`src/rtl/bus_dir_ctl.sv`:
```
module bus_dir_ctl #(
  parameter int AW = 18,
  parameter int CW = 2
) (
  input  logic          clk,
  input  logic          rst_n,
  input  logic          inhibit,
  input  logic          l_busy_n,
  input  logic          r_busy_n,
  output logic          l_busy_o_n,
  output logic          r_busy_o_n,
  input  logic          l_pwrlo_n,
  input  logic          r_pwrlo_n,
  output logic          l_pwrlo_o_n,
  output logic          r_pwrlo_o_n,
  input  logic [AW-1:0] l_addr_n,
  input  logic [AW-1:0] r_addr_n,
  output logic [AW-1:0] l_addr_o_n,
  output logic [AW-1:0] r_addr_o_n,
  input  logic [CW-1:0] l_cyc_n,
  input  logic [CW-1:0] r_cyc_n,
  output logic [CW-1:0] l_cyc_o_n,
  output logic [CW-1:0] r_cyc_o_n,
  output logic          a_l2r,
  output logic          a_r2l
);

  localparam logic [AW-1:0] ADDR_IDLE = '1;
  localparam logic [CW-1:0] CYC_IDLE  = '1;

  logic own_l, own_r;
  logic pwr_l, pwr_r;

  // bus-busy ownership: first side wins, left on a tie, held until release
  always_ff @(posedge clk or negedge rst_n) begin
    if (!rst_n) begin
      own_l <= 1'b0;
      own_r <= 1'b0;
    end else if (inhibit) begin
      own_l <= 1'b0;
      own_r <= 1'b0;
    end else if (own_l) begin
      own_l <= !l_busy_n;
    end else if (own_r) begin
      own_r <= !r_busy_n;
    end else begin
      own_l <= !l_busy_n;
      own_r <= l_busy_n && !r_busy_n;
    end
  end

  // power-low ownership: same rule, not gated by inhibit
  always_ff @(posedge clk or negedge rst_n) begin
    if (!rst_n) begin
      pwr_l <= 1'b0;
      pwr_r <= 1'b0;
    end else if (pwr_l) begin
      pwr_l <= !l_pwrlo_n;
    end else if (pwr_r) begin
      pwr_r <= !r_pwrlo_n;
    end else begin
      pwr_l <= !l_pwrlo_n;
      pwr_r <= l_pwrlo_n && !r_pwrlo_n;
    end
  end

  assign a_l2r       = own_l;
  assign a_r2l       = own_r;
  assign r_busy_o_n  = !own_l;
  assign l_busy_o_n  = !own_r;
  assign r_pwrlo_o_n = !pwr_l;
  assign l_pwrlo_o_n = !pwr_r;

  assign r_addr_o_n = own_l ? l_addr_n : ADDR_IDLE;
  assign l_addr_o_n = own_r ? r_addr_n : ADDR_IDLE;
  assign r_cyc_o_n  = own_l ? l_cyc_n  : CYC_IDLE;
  assign l_cyc_o_n  = own_r ? r_cyc_n  : CYC_IDLE;

endmodule

```
`config.mk`:
```
export PLATFORM = sky130hd
export DESIGN_NAME = bus_dir_ctl
export DESIGN_NICKNAME = d
export VERILOG_FILES = /design/src/rtl/bus_dir_ctl.sv
export SDC_FILE = /design/constraint.sdc
export NUM_CORES = 1
export LEC_CHECK = 0
export ABC_AREA = 1
export BUFFER_PORTS_ARGS = -buffer_cell sky130_fd_sc_hd__buf_2
export CORE_MARGIN = 8
export CORE_UTILIZATION = 23
export CTS_BUF_LIST = sky130_fd_sc_hd__clkbuf_8
export DETAILED_ROUTE_END_ITERATION = 6
export HOLD_SLACK_MARGIN = 0.15
export MAX_ROUTING_LAYER = met4
export PLACE_DENSITY = 0.79
export RECOVER_POWER = 50
export REMOVE_ABC_BUFFERS = 1
export SETUP_SLACK_MARGIN = 0.15
export SYNTH_ARGS = -nofsm -noshare
export SYNTH_HDL_FRONTEND = slang
export SYNTH_SLANG_ARGS = --single-unit
```
`constraint.sdc`:
```
create_clock -name clk -period 0.8 [get_ports clk]
set_input_delay 0.08 -clock clk [delete_from_list [all_inputs] [get_ports clk]]
set_output_delay 0.08 -clock clk [all_outputs]
set_load 0.005 [all_outputs]
```
# After elaboration in Yosys (flattened, before gate mapping)
# Index checks and enable logic that the tools add are counted.
[word_totals]
regBits = 4
inputBits = 47
out_inout_bits = 46
elab_cells = 28
[op_classes]
eq_ne = 1
muxes = 13
n_reduce_logical = 10
[ops]
columns = ["op", "count"]
rows = [
  ["$mux 18", 2],
  ["$mux 1", 9],
  ["$logic_not 1->1", 8],
  ["$mux 2", 2],
  ["$logic_and 1x1->1", 2],
  ["$ne 2x2->1 const B", 1],
]

# Logic depth before layout (Yosys ltp)
[depth]
depth_word = 5
ltp_mapped = 5
mapped_depth_nobuf = 4

# Worst setup path after synthesis
# No wires, ideal clock.
[synth_path]
kind = "reg2reg"
from = "reg own_r (netlist: a_r2l)"
to = "reg own_l (netlist: a_l2r)"
setup_time_ns = 0.120
arrival_ns = 0.724
t_required_ns = 0.680
setup_slack_ns = -0.044
path_stages_with_launch = 5
n_path_buf = 1
cell_sequence = "dfrtp_1 > inv_2 > buf_6 > o21ai_0 > nor2_1"
[synth_between]
elab_chain_len = 3
[synth_lines]
columns = ["item", "line_no", "rtl"]
rows = [
  ["start: declaration", "31", "logic own_l, own_r;"],
  ["start signal: assignment", "45", "own_r <= !r_busy_n;"],
  ["start signal: assignment", "48", "own_r <= l_busy_n && !r_busy_n;"],
  ["$mux 1", "44", "end else if (own_r) begin"],
  ["$mux 1", "42", "end else if (own_l) begin"],
  ["$mux 1", "39", "end else if (inhibit) begin"],
  ["end signal: assignment", "43", "own_l <= !l_busy_n;"],
  ["end signal: assignment", "47", "own_l <= !l_busy_n;"],
  ["end: declaration", "31", ""],
]
# Every way passes these cells.
# A chain may end at the register's enable or synchronous reset.

# Worst setup path in the final report
[layout_path]
from = "reg own_l (netlist: a_l2r)"
to = "out r_cyc_o_n[1]"
[layout_between]
elab_chain_len = 1
[layout_lines]
columns = ["item", "line_no", "rtl"]
rows = [
  ["$mux 2", "76", "assign r_cyc_o_n = own_l ? l_cyc_n : CYC_IDLE;"],
  ["end: declaration", "23", "output logic [CW-1:0] r_cyc_o_n,"],
]
# Every way passes these cells.

==> impl_metrics.ini <==
[status]
status = finished, violations left
violations = setup timing

[floorplanning]
rows = 16
die_w_um = 60.7
io_pins = 93
die-area_um2 = 3690
die_h_um = 60.7
core_area_um2 = 1920
initial_core_util_pct = 24.0

[global_routing]
grt_remaining_overflow = 0
grt_use_total_pct = 12.1
grt_max_degree = 24
grt_pass1_wl_um = 3410
antenna_found_initial = 0
grt_pass1_vias = 763

[routing]
drt_wl_total_um = 2390
avgViaCountPerCell = 4.01
vias = 762
drcViolationCount = 0
drtAntennaViolNets = 0
drtPass1Iterations = 3
drt_iter0_markers = 12
wire_per_inst_um = 12.6

[worst_setup_path]
critPathKind = flop to output port
cp_max_fo = 23
crit_chain = inv_4 -> or2_2 -> buf_2
critPathMaxStageDelay_ns = 0.39
worst-endpoint-arrival_ns = 1.11
startpoint_type = flop
cp_slowest_cell = dfrtp_1
worstSetupEndpointType = output port
critPathTopFamily = flip-flops
required_ns = 0.72
worst-path-buf-inv = 2

[power_and_ir_drop]
p_leak_uw = 0.000528
power_density_nw_per_um2 = 1030
ir_drop_v = 0.000950

[timing]
relSlewSlack_pct = 83.5
hold_ws_ns = 0.0334
report.final.slew_viol_count = 0
clock_skew_ns = 0.0000308
setup_viol = 48
timing.fmax_ghz = 0.838
rsz0062_at_grt = yes
worst_slack_ns = -0.393
period_minus_slack_ns = 1.19
tightest_slew_ns = 0.248
finalHoldViolCount = 0
fin_crit_sh_pct = 149

[synthesis]
syn_avg_cell_area_um2 = 7.19
ys.warnings.count = 0
ys_types = 10
yosysSeqAreaShare_pct = 21.7
syn_area_um2 = 460
ys_seq_elements = 4
syn-instance-count = 64

[clocking]
cts_sinks = 4
numCtsBuffers = 3
cts_buffer_depth = 2
clkLatencyLatePin_ns = 0.21
clockRootBuffer = clkbuf_8
cts_tree = done
clk_pin_slew_worst_paths_ns = 0.03
hold_buffers = 1
h-tree-depth = 1

[cells_and_area]
n_antenna_cell = 0
final_common_cell = buf_2
nets = 212
layout-drive-gt1-share_pct = 69.9
syn2layout_area_growth_pct = 134
mostFrequentLayoutCells = 87 x buf_2, 35 x or2_1, 8 x buf_6, 4 x or2_2, 4 x dfrtp_1

[placed_design]
dp_slack_ns = -0.169
portBuffers = 92
place_congestion = 0.786

[hold_path]
min_path_type = primary input to flop

[job]
drv_cap = 0
worst register-to-register path, stage by stage (launching register included):
cell and delay [ns]:
dfrtp_1 0.40, buf_6 0.13, buf_6 0.10, buf_6 0.11, o21ai_2 0.12, nor2_1 0.05
synthesized netlist by cell type (all sizes together):
cell   count  area, µm²
dfrtp      4        100
a21oi      3       15.0
buf        4       45.0
inv        6       22.5
nor2       3       11.3
nand2      3       11.3
o21ai      1       5.00
or2       40        250
what timing repair did:
item,CTS,global route
pin swaps,2,2
hold endpoints to repair,8,2
setup buffers,4,1
resized for setup,14,5
endpoints found under the setup margin,49,50
sequential cells by signal, summed over array words and instances (netlist names):
name   count
pwr_r      1
pwr_l      1
a_l2r      1
a_r2l      1
where the power goes:
part | switching, µW | internal (µW) | total, µW
clock | 98.0 | 320 | 418
sequential | 16.2 | 224 | 240
combinational | 179 | 278 | 457
final timing paths:
path | start | end | slack (ns) | depth (start not counted)
min in group asynchronous | rst_n | pwr_l | 0.26 | 2
worst max-delay path | a_l2r | r_cyc_o_n[1] | -0.39 | 3
worst max register to register | a_l2r | a_l2r | -0.22 | 5
max in group asynchronous | rst_n | a_r2l | 0.34 | 2
worst min-delay path | l_busy_n | a_l2r | 0.03 | 2
worst min register to register | pwr_l | pwr_r | 0.55 | 2
area by class of cell:
type	count	area [µm²]
Multi-Input combinational cell	50	314
Fill cell	196	843
Inverter	6	27.5
Sequential cell	4	100
Clock buffer	3	41.3
Timing Repair Buffer	100	562
Tap cell	27	33.8
kinds of logic after synthesis:
kind of cell           after synthesis  share of synthesized area, %
flip-flops                           4                          21.7
buffers and inverters               10                          14.7
AO/OA/AOI/OAI                        4                          4.35
AND/OR/NAND/NOR                     46                          59.2
routing by layer:
| layer | wire (µm) | up-vias | global-route usage (%) |
|---|---|---|---|
| li1 | - | 385 | - |
| met1 | 652 | 333 | 9.96 |
| met2 | 1330 | 42 | 24.3 |
| met3 | 390 | 2 | 4.66 |
| met4 | 19 | 0 | 2.99 |
| met5 | 0 | - | - |
per-stage QoR:
stage | setup TNS, ns | utilization [%] | cells | cell area, µm² | total power [µW]
finish | -14.06 | 56.1 | 190 | 1080 | 1110
global route | -16.52 | 56.1 | 190 | 1080 | 1190
CTS | -13.55 | 54.8 | 189 | 1050 | 1100
detailed placement | -4.23 | 48.1 | 181 | 925 | 594
global placement | -2.69 | 48.1 | 181 | 925 | 580
floorplan | -0.234 | - | 60 | 415 | 357
No activity file was read; power rests on OpenSTA's default activity.
